File: config.mk
export PLATFORM = sky130hd
export DESIGN_NAME = adc_frame_host
export DESIGN_NICKNAME = d
export VERILOG_FILES = /design/src/rtl/adcf_pkg.sv /design/src/rtl/adcf_half_timer.sv /design/src/rtl/adcf_sequencer.sv /design/src/rtl/adcf_cmd_shifter.sv /design/src/rtl/adcf_res_capture.sv /design/src/rtl/adc_frame_host.sv
export SDC_FILE = /design/constraint.sdc
export NUM_CORES = 1
export LEC_CHECK = 0
export ABC_AREA = 1
export BUFFER_PORTS_ARGS = -buffer_cell sky130_fd_sc_hd__buf_4
export CORE_MARGIN = 5
export CORE_UTILIZATION = 61
export CTS_CLUSTER_SIZE = 24
export DETAILED_ROUTE_END_ITERATION = 8
export PLACE_DENSITY = 0.83
export SLEW_MARGIN = 20
export SYNTH_ARGS = -nofsm -noshare
export SYNTH_HDL_FRONTEND = slang
export SYNTH_SLANG_ARGS = --single-unit
File: constraint.sdc
create_clock -name clk -period 2.77 [get_ports clk]
set_input_delay 0.554 -clock clk [delete_from_list [all_inputs] [get_ports clk]]
set_output_delay 0.554 -clock clk [all_outputs]
set_load 0.01 [all_outputs]
File: src/rtl/adcf_pkg.sv
package adcf_pkg;
  localparam int CMD_BITS    = 8;
  localparam int RES_BITS    = 16;
  localparam int FRAME_EDGES = 24;
  localparam int CH_W        = 3;
  localparam int PD_W        = 2;
  localparam int EDGE_W      = $clog2(FRAME_EDGES + 1);

  typedef enum logic [2:0] {
    SQ_IDLE,
    SQ_LEAD,
    SQ_HIGH,
    SQ_LOW,
    SQ_TAIL
  } seq_state_e;

  // Command byte: start marker, channel code, zero, mode flag, power-down code
  function automatic logic [CMD_BITS-1:0] make_cmd(input logic [CH_W-1:0] ch,
                                                   input logic se,
                                                   input logic [PD_W-1:0] pd);
    return {1'b1, ch, 1'b0, se, pd};
  endfunction

  // Busy length of one frame: lead half, 24 high, 23 inner low, tail half
  function automatic int unsigned frame_cycles(input int unsigned hdiv);
    return (2 * FRAME_EDGES + 1) * (hdiv + 1);
  endfunction
endpackage

File: src/rtl/adcf_half_timer.sv
module adcf_half_timer #(
  parameter int DIV_W = 8
) (
  input  logic             clk,
  input  logic             rst_n,
  input  logic             load,
  input  logic [DIV_W-1:0] div_in,
  input  logic             run,
  output logic             tick,
  output logic [DIV_W-1:0] div_q
);
  logic [DIV_W-1:0] cnt;

  assign tick = run && (cnt == div_q);

  always_ff @(posedge clk or negedge rst_n) begin
    if (!rst_n) begin
      cnt   <= '0;
      div_q <= '0;
    end else if (load) begin
      cnt   <= '0;
      div_q <= div_in;
    end else if (run) begin
      cnt <= tick ? '0 : cnt + 1'b1;
    end
  end
endmodule

File: src/rtl/adcf_sequencer.sv
module adcf_sequencer
  import adcf_pkg::*;
(
  input  logic              clk,
  input  logic              rst_n,
  input  logic              start,
  input  logic              tick,
  output logic              accept,
  output logic              run,
  output logic              rise_evt,
  output logic              fall_evt,
  output logic              tail_done,
  output logic [EDGE_W-1:0] edge_cnt,
  output logic              dclk,
  output logic              cs_n,
  output logic              busy,
  output logic              valid
);
  seq_state_e state, state_d;
  logic       last_edge;

  assign last_edge = (edge_cnt == EDGE_W'(FRAME_EDGES));
  assign accept    = (state == SQ_IDLE) && start;
  assign run       = (state != SQ_IDLE);
  assign rise_evt  = tick && ((state == SQ_LEAD) || (state == SQ_LOW));
  assign fall_evt  = tick && (state == SQ_HIGH);
  assign tail_done = tick && (state == SQ_TAIL);

  always_comb begin
    state_d = state;
    case (state)
      SQ_IDLE: if (start) state_d = SQ_LEAD;
      SQ_LEAD: if (tick) state_d = SQ_HIGH;
      SQ_HIGH: if (tick) state_d = last_edge ? SQ_TAIL : SQ_LOW;
      SQ_LOW:  if (tick) state_d = SQ_HIGH;
      SQ_TAIL: if (tick) state_d = SQ_IDLE;
      default: state_d = SQ_IDLE;
    endcase
  end

  always_ff @(posedge clk or negedge rst_n) begin
    if (!rst_n) begin
      state    <= SQ_IDLE;
      dclk     <= 1'b0;
      cs_n     <= 1'b1;
      busy     <= 1'b0;
      valid    <= 1'b0;
      edge_cnt <= '0;
    end else begin
      state <= state_d;
      dclk  <= (state_d == SQ_HIGH);
      cs_n  <= (state_d == SQ_IDLE);
      busy  <= (state_d != SQ_IDLE);
      valid <= tail_done;
      if (accept)        edge_cnt <= '0;
      else if (rise_evt) edge_cnt <= edge_cnt + 1'b1;
    end
  end
endmodule

File: src/rtl/adcf_cmd_shifter.sv
module adcf_cmd_shifter #(
  parameter int BITS = 8
) (
  input  logic            clk,
  input  logic            rst_n,
  input  logic            load,
  input  logic [BITS-1:0] word,
  input  logic            shift,
  output logic            ser_out
);
  logic [BITS-1:0] sh;

  assign ser_out = sh[BITS-1];

  always_ff @(posedge clk or negedge rst_n) begin
    if (!rst_n)     sh <= '0;
    else if (load)  sh <= word;
    else if (shift) sh <= {sh[BITS-2:0], 1'b0};
  end
endmodule

File: src/rtl/adcf_res_capture.sv
module adcf_res_capture #(
  parameter int BITS = 16
) (
  input  logic            clk,
  input  logic            rst_n,
  input  logic            sample,
  input  logic            ser_in,
  input  logic            commit,
  output logic [BITS-1:0] word
);
  logic [BITS-1:0] sh;

  always_ff @(posedge clk or negedge rst_n) begin
    if (!rst_n) begin
      sh   <= '0;
      word <= '0;
    end else begin
      if (sample) sh <= {sh[BITS-2:0], ser_in};
      if (commit) word <= sh;
    end
  end
endmodule

File: src/rtl/adc_frame_host.sv
module adc_frame_host
  import adcf_pkg::*;
#(
  parameter int DIV_W = 8
) (
  input  logic                clk,
  input  logic                rst_n,
  input  logic                start,
  input  logic [CH_W-1:0]     channel,
  input  logic                single_ended,
  input  logic [PD_W-1:0]     pd_mode,
  input  logic [DIV_W-1:0]    half_div,
  input  logic                dout,
  output logic                cs_n,
  output logic                dclk,
  output logic                din,
  output logic                busy,
  output logic                result_valid,
  output logic [RES_BITS-1:0] result
);
  logic              accept, run, tick;
  logic              rise_evt, fall_evt, tail_done;
  logic [EDGE_W-1:0] edge_cnt;
  logic [DIV_W-1:0]  div_q;

  adcf_half_timer #(.DIV_W(DIV_W)) u_timer (
    .clk(clk), .rst_n(rst_n), .load(accept), .div_in(half_div),
    .run(run), .tick(tick), .div_q(div_q)
  );

  adcf_sequencer u_seq (
    .clk(clk), .rst_n(rst_n), .start(start), .tick(tick),
    .accept(accept), .run(run), .rise_evt(rise_evt), .fall_evt(fall_evt),
    .tail_done(tail_done), .edge_cnt(edge_cnt), .dclk(dclk), .cs_n(cs_n),
    .busy(busy), .valid(result_valid)
  );

  adcf_cmd_shifter #(.BITS(CMD_BITS)) u_cmd (
    .clk(clk), .rst_n(rst_n), .load(accept),
    .word(make_cmd(channel, single_ended, pd_mode)),
    .shift(fall_evt), .ser_out(din)
  );

  adcf_res_capture #(.BITS(RES_BITS)) u_res (
    .clk(clk), .rst_n(rst_n), .sample(rise_evt), .ser_in(dout),
    .commit(tail_done), .word(result)
  );
endmodule

Word-level counts from Yosys, hierarchy flattened
Index checks and enable logic that the tools add are counted.

Add/sub/neg operators: 2. Equal/unequal tests: 7. Mux-type cells: 13. Reductions and logical operators: 14.

Operator list (count): 8-bit two-way mux (5); 3-bit two-way mux (5); 3-bit one-hot mux with 4 select lines (1); 5-bit two-way mux (2); 3-bit by 2-bit equality test with 1-bit output, second input constant (3); 8-bit by 1-bit adder with 8-bit output, second input constant (1); 8-bit equality test (1); 3-bit logical NOT (2); 2-bit nonzero test (3); 3-bit nonzero test (2); 5-bit by 1-bit adder with 5-bit output, second input constant (1); 5-bit equality test, second input constant (1); 1-bit logical AND (5); 3-bit by 1-bit equality test with 1-bit output, second input constant (1); 3-bit equality test, second input constant (1); 2-bit OR reduction (1); 1-bit logical OR (1).

Register bits after elaboration: 68. Input port bits: 18. Output and inout port bits: 21. Word-level logic and storage cells: 47.

Longest topological paths before layout
Word-level depth: 5. Mapped depth: 12. Gate-level depth less buffers: 12.

Hierarchy
From an unflattened synthesis, not the netlist that was laid out.

Cell total of the unflattened synthesis: 371. Area, all modules: 3170.5 µm².

Modules (own cells, without submodules): adcf_res_capture (instances 1, cells an instance 136, area an instance 1246.2 µm², seq. area each 800.8 µm²); adcf_half_timer (instances 1, cells an instance 115, area an instance 922.1 µm², seq. area each 400.4 µm²); adcf_sequencer (instances 1, cells an instance 75, area an instance 618.1 µm², seq. area each 301.5 µm²); adcf_cmd_shifter (instances 1, cells an instance 43, area an instance 376.6 µm², seq. area each 200.2 µm²); adc_frame_host (instances 1, cells an instance 2, area an instance 7.5 µm², seq. area each 0.0 µm²).

Least setup slack after synthesis
OpenSTA, ideal clock, no wires.

Path kind: reg2reg. Start point: register u_seq.state[2]. End point: register u_cmd.sh[5]. Setup time: 0.130 ns. Arrival time: 1.326 ns. Data required time: 2.640 ns. Setup slack: 1.314 ns. Cell stages (with the launch flop): 8. Path buffers: 1. Clock period less this slack: 1.456 ns. Cells stage by stage: dfrtp_1 nor3_1 inv_2 nor2_4 inv_2 buf_2 o211ai_1 o21ai_0.

Word-level cells in the longest chain between the ends: 4. Elaborated cells on any way between the ends: 8. Classes of those cells: eq/ne: 1; mux: 1; reduce/logical: 6.

RTL lines: from (decl) (RTL line adcf_sequencer.sv:19) `seq_state_e state, state_d;`; from (signal assigned) (RTL line adcf_sequencer.sv:50) `state <= state_d;`; 3-bit nonzero test (RTL line adcf_sequencer.sv:24) `assign run = (state != SQ_IDLE);`; 1-bit logical AND (RTL line adcf_half_timer.sv:14) `assign tick = run && (cnt == div_q);`; 1-bit logical AND (RTL line adcf_sequencer.sv:26) `assign fall_evt = tick && (state == SQ_HIGH);`; 2-bit nonzero test (no source line); to (signal assigned) (RTL line adcf_cmd_shifter.sv:17) `else if (load) sh <= word;`; to (signal assigned) (RTL line adcf_cmd_shifter.sv:18) `else if (shift) sh <= {sh[BITS-2:0], 1'b0};`; to (decl) (RTL line adcf_cmd_shifter.sv:11) `logic [BITS-1:0] sh;`.

Parallel ways exist; a longest one is shown, timed or not. A chain may end at the register's enable or synchronous reset.

Worst setup path in the final report
Start point: register u_seq.state[2]. End point: register u_cmd.sh[7].

Same word-level chain as after synthesis.

==> flow_summary.yaml <==
outcome:
  status: "complete, no violations"
timing:
  hold_violations: 0
  finalSetupTns_ns: 0
  max_slew.worst_pin.slew_ns: 0.819
  max_clock_freq_ghz: 0.522
  setup_violations: 0
  finalWorstSetupSlack_ns: 0.853
  maxSlewViolCount: 0
  relSlewSlack_pct: 45.4
  rsz0062_at_grt: "false"
  skew_ns: 0.0102
  fin_crit_ns: 1.92
  min_period_over_period_pct: 69.2
place:
  port_buffers: 38
  hpwl_um: 4060
  pre_cts_ws_ns: 0.855
  gp_congestion: 0.821
yosys:
  ys_async_sr_fraction_pct: 100
  synth_top_area_share_pct: 53.4
  synthTopCellsByCount: "nand2_1, dfrtp_1, inv_1"
  yosysTopAreaCell: "dfrtp_1"
  ys_ff_latch: 68
  syn-cell-area_um2: 3140
  yosysUniqueCellTypes: 30
  netlist_instances: 356
  synth_most_common_cell: "nand2_1"
  ys_seq_area_share_pct: 54.3
  synth.avg_cell_area_um2: 8.81
  synth-edff-count: 0
  synth_fp_nets: 377
  synth_flop_cell: "dfrtp_1"
  yosys_warnings: 0
  yosys-top-cells-area: "dfrtp_1, nand2_1, inv_1, o21ai_2, o21ai_0"
clock_network:
  cts_setup_buffers: 0
  cts_resized: 0
  cts_buffers: 9
  hold_buffers: 0
  clkSinkCount: 68
  clockRootBuffer: "clkbuf_8"
  cts_tree: "yes"
  htree_levels: 3
  clk_latency_ns: 0.34
  path_clk_slew_ns: 0.08
  clockBufferDepth: 2
floorplanning:
  die_h_um: 81.7
  rows: 26
  core_um2: 5040
  io_pins: 39
  dieArea_um2: 6680
  fp.dieW_um: 81.7
  start_util_pct: 62.2
worst_setup_path:
  reg2reg_slack_ns: 0.85
  rr_startpoint: "u_seq.state[2]$_DFF_PN0_"
  crit_path_max_fanout: 25
  ff2ff_path_depth: 8
  critical_path_class: "reg2reg"
  worstSetupEndpointType: "flip-flop"
  cp-start-kind: "flip-flop"
  cp.required_ns: 2.98
  timing.rr.end: "u_cmd.sh[7]$_DFFE_PN0P_"
  critPathArrivalTime_ns: 2.13
hold_path:
  hp-class: "in2async"
drt:
  post-route-drc-count: 0
  wl_per_cell_um: 12.6
  drt_iter0_markers: 126
  ant_nets: 0
  vias: 2366
  wirelength_um: 5930
  vias_per_cell: 5.02
  dr.pass1.iters: 5
global_routing:
  grt_pass1_vias: 2297
  grt_max_degree: 69
  gr-usage-all-layers_pct: 20.2
  antenna_found_initial: 0
  grt_remaining_overflow: 0
  grt_pass1_wl_um: 10200
layout:
  final_layout_size_suffix_gt1_share_pct: 21.4
  final_util_pct: 73.1
  syn2layout_area_growth_pct: 17.4
  final_net_count: 417
  n_fill_cell: 376
  antenna_cells: 0
run:
  maxCapViolCount: 0
power:
  leakage_nw: 1.83
  ir_drop_mv: 0.556
  p_per_area_nw_per_um2: 880
worst max path at each step:
stage / from / endpoint / slack, ns / cells after the start
floorplan: u_seq.state[2]$_DFF_PN0_ / u_cmd.sh[5]$_DFFE_PN0P_ / 1.31 / 7
global placement: u_seq.state[2]$_DFF_PN0_ / u_cmd.sh[7]$_DFFE_PN0P_ / 0.96 / 8
detailed placement: u_seq.state[2]$_DFF_PN0_ / u_cmd.sh[7]$_DFFE_PN0P_ / 0.86 / 8
CTS: u_seq.state[2]$_DFF_PN0_ / u_cmd.sh[7]$_DFFE_PN0P_ / 0.86 / 8
global route: u_seq.state[2]$_DFF_PN0_ / u_cmd.sh[7]$_DFFE_PN0P_ / 0.73 / 8
finish: u_seq.state[2]$_DFF_PN0_ / u_cmd.sh[7]$_DFFE_PN0P_ / 0.85 / 8
flip-flops by register name, summed over array words and instances (netlist names):
register / count
u_cmd.sh: 8
u_res.sh: 16
u_res.word: 16
u_seq.busy: 1
u_seq.cs_n: 1
u_seq.dclk: 1
u_seq.edge_cnt: 5
u_seq.state: 3
u_seq.valid: 1
u_timer.cnt: 8
u_timer.div_q: 8
placed cells by master (no fill, tap or decap), drive strengths merged:
| master | n |
|---|---|
| a21oi | 4 |
| o22ai | 6 |
| buf | 38 |
| xnor2 | 3 |
| inv | 58 |
| dfrtp | 67 |
| a31oi | 1 |
| nand2 | 105 |
| or2 | 1 |
| ha | 3 |
| xor2 | 6 |
| nand3 | 12 |
| bufinv | 3 |
| nand4 | 3 |
| o211ai | 2 |
| o21ai | 54 |
| clkinv | 1 |
| dfstp | 1 |
| nor2 | 18 |
| clkbuf | 11 |
| nor3 | 4 |
power by group:
| part | switching [mW] | internal (mW) | leakage, nW | total (mW) |
|---|---|---|---|---|
| sequential | 0.157 | 1.21 | 0.894 | 1.37 |
| combinational | 0.547 | 0.323 | 0.810 | 0.870 |
| clock | 0.374 | 0.629 | 0.125 | 1.00 |
per-stage QoR:
stage          hold WS (ns)  total power [mW]  cell area [um^2]  cells
2_1_floorplan         0.258              2.02              3140    356
3_3_place_gp          0.451              2.21              3440    455
3_5_place_dp          0.470              2.25              3440    455
4_1_cts               0.335              3.26              3680    471
5_1_grt               0.373              3.48              3680    471
6_report              0.307              3.24              3680    471
kinds of logic (layout without fill, tap and decap cells):
| logic type | after synthesis | in the layout | share of synthesized area [%] |
|---|---|---|---|
| AND/OR/NAND/NOR | 143 | 143 | 20.1 |
| flip-flops | 68 | 68 | 54.3 |
| AO/OA/AOI/OAI | 67 | 67 | 12.7 |
| buffers and inverters | 66 | 111 | 9.25 |
| XOR/XNOR | 9 | 9 | 2.51 |
| adder cells (fa/ha/maj) | 3 | 3 | 1.20 |
critical path, cell delays in order, from the launching register on:
cell      delay (ns)
dfrtp_1         0.46
nor3_1          0.24
inv_2           0.10
nor2_4          0.41
inv_2           0.21
nand2_4         0.17
inv_2           0.06
nand2_1         0.06
o211ai_1        0.09
cell type report:
type / count / area, um^2 / area share (%)
repair buffers: 38 / 285 / 7.74
multi-input cells: 222 / 1140 / 31.1
well taps: 70 / 87.6 / 2.38
clock buffers: 11 / 141 / 3.84
flip-flops and latches: 68 / 1700 / 46.2
clock inverters: 5 / 108 / 2.92
inverters: 57 / 215 / 5.84
layer usage:
layer	share of wire, %	up-vias	wire [um]	track usage, %
li1	-	1196	-	-
met3	4.9	18	289	5.37
met1	42	1099	2500	25.5
met2	50	53	2990	31.9
met5	0	-	0	0
met4	2.6	0	156	10.3
Power figures use the tool's default switching activity.
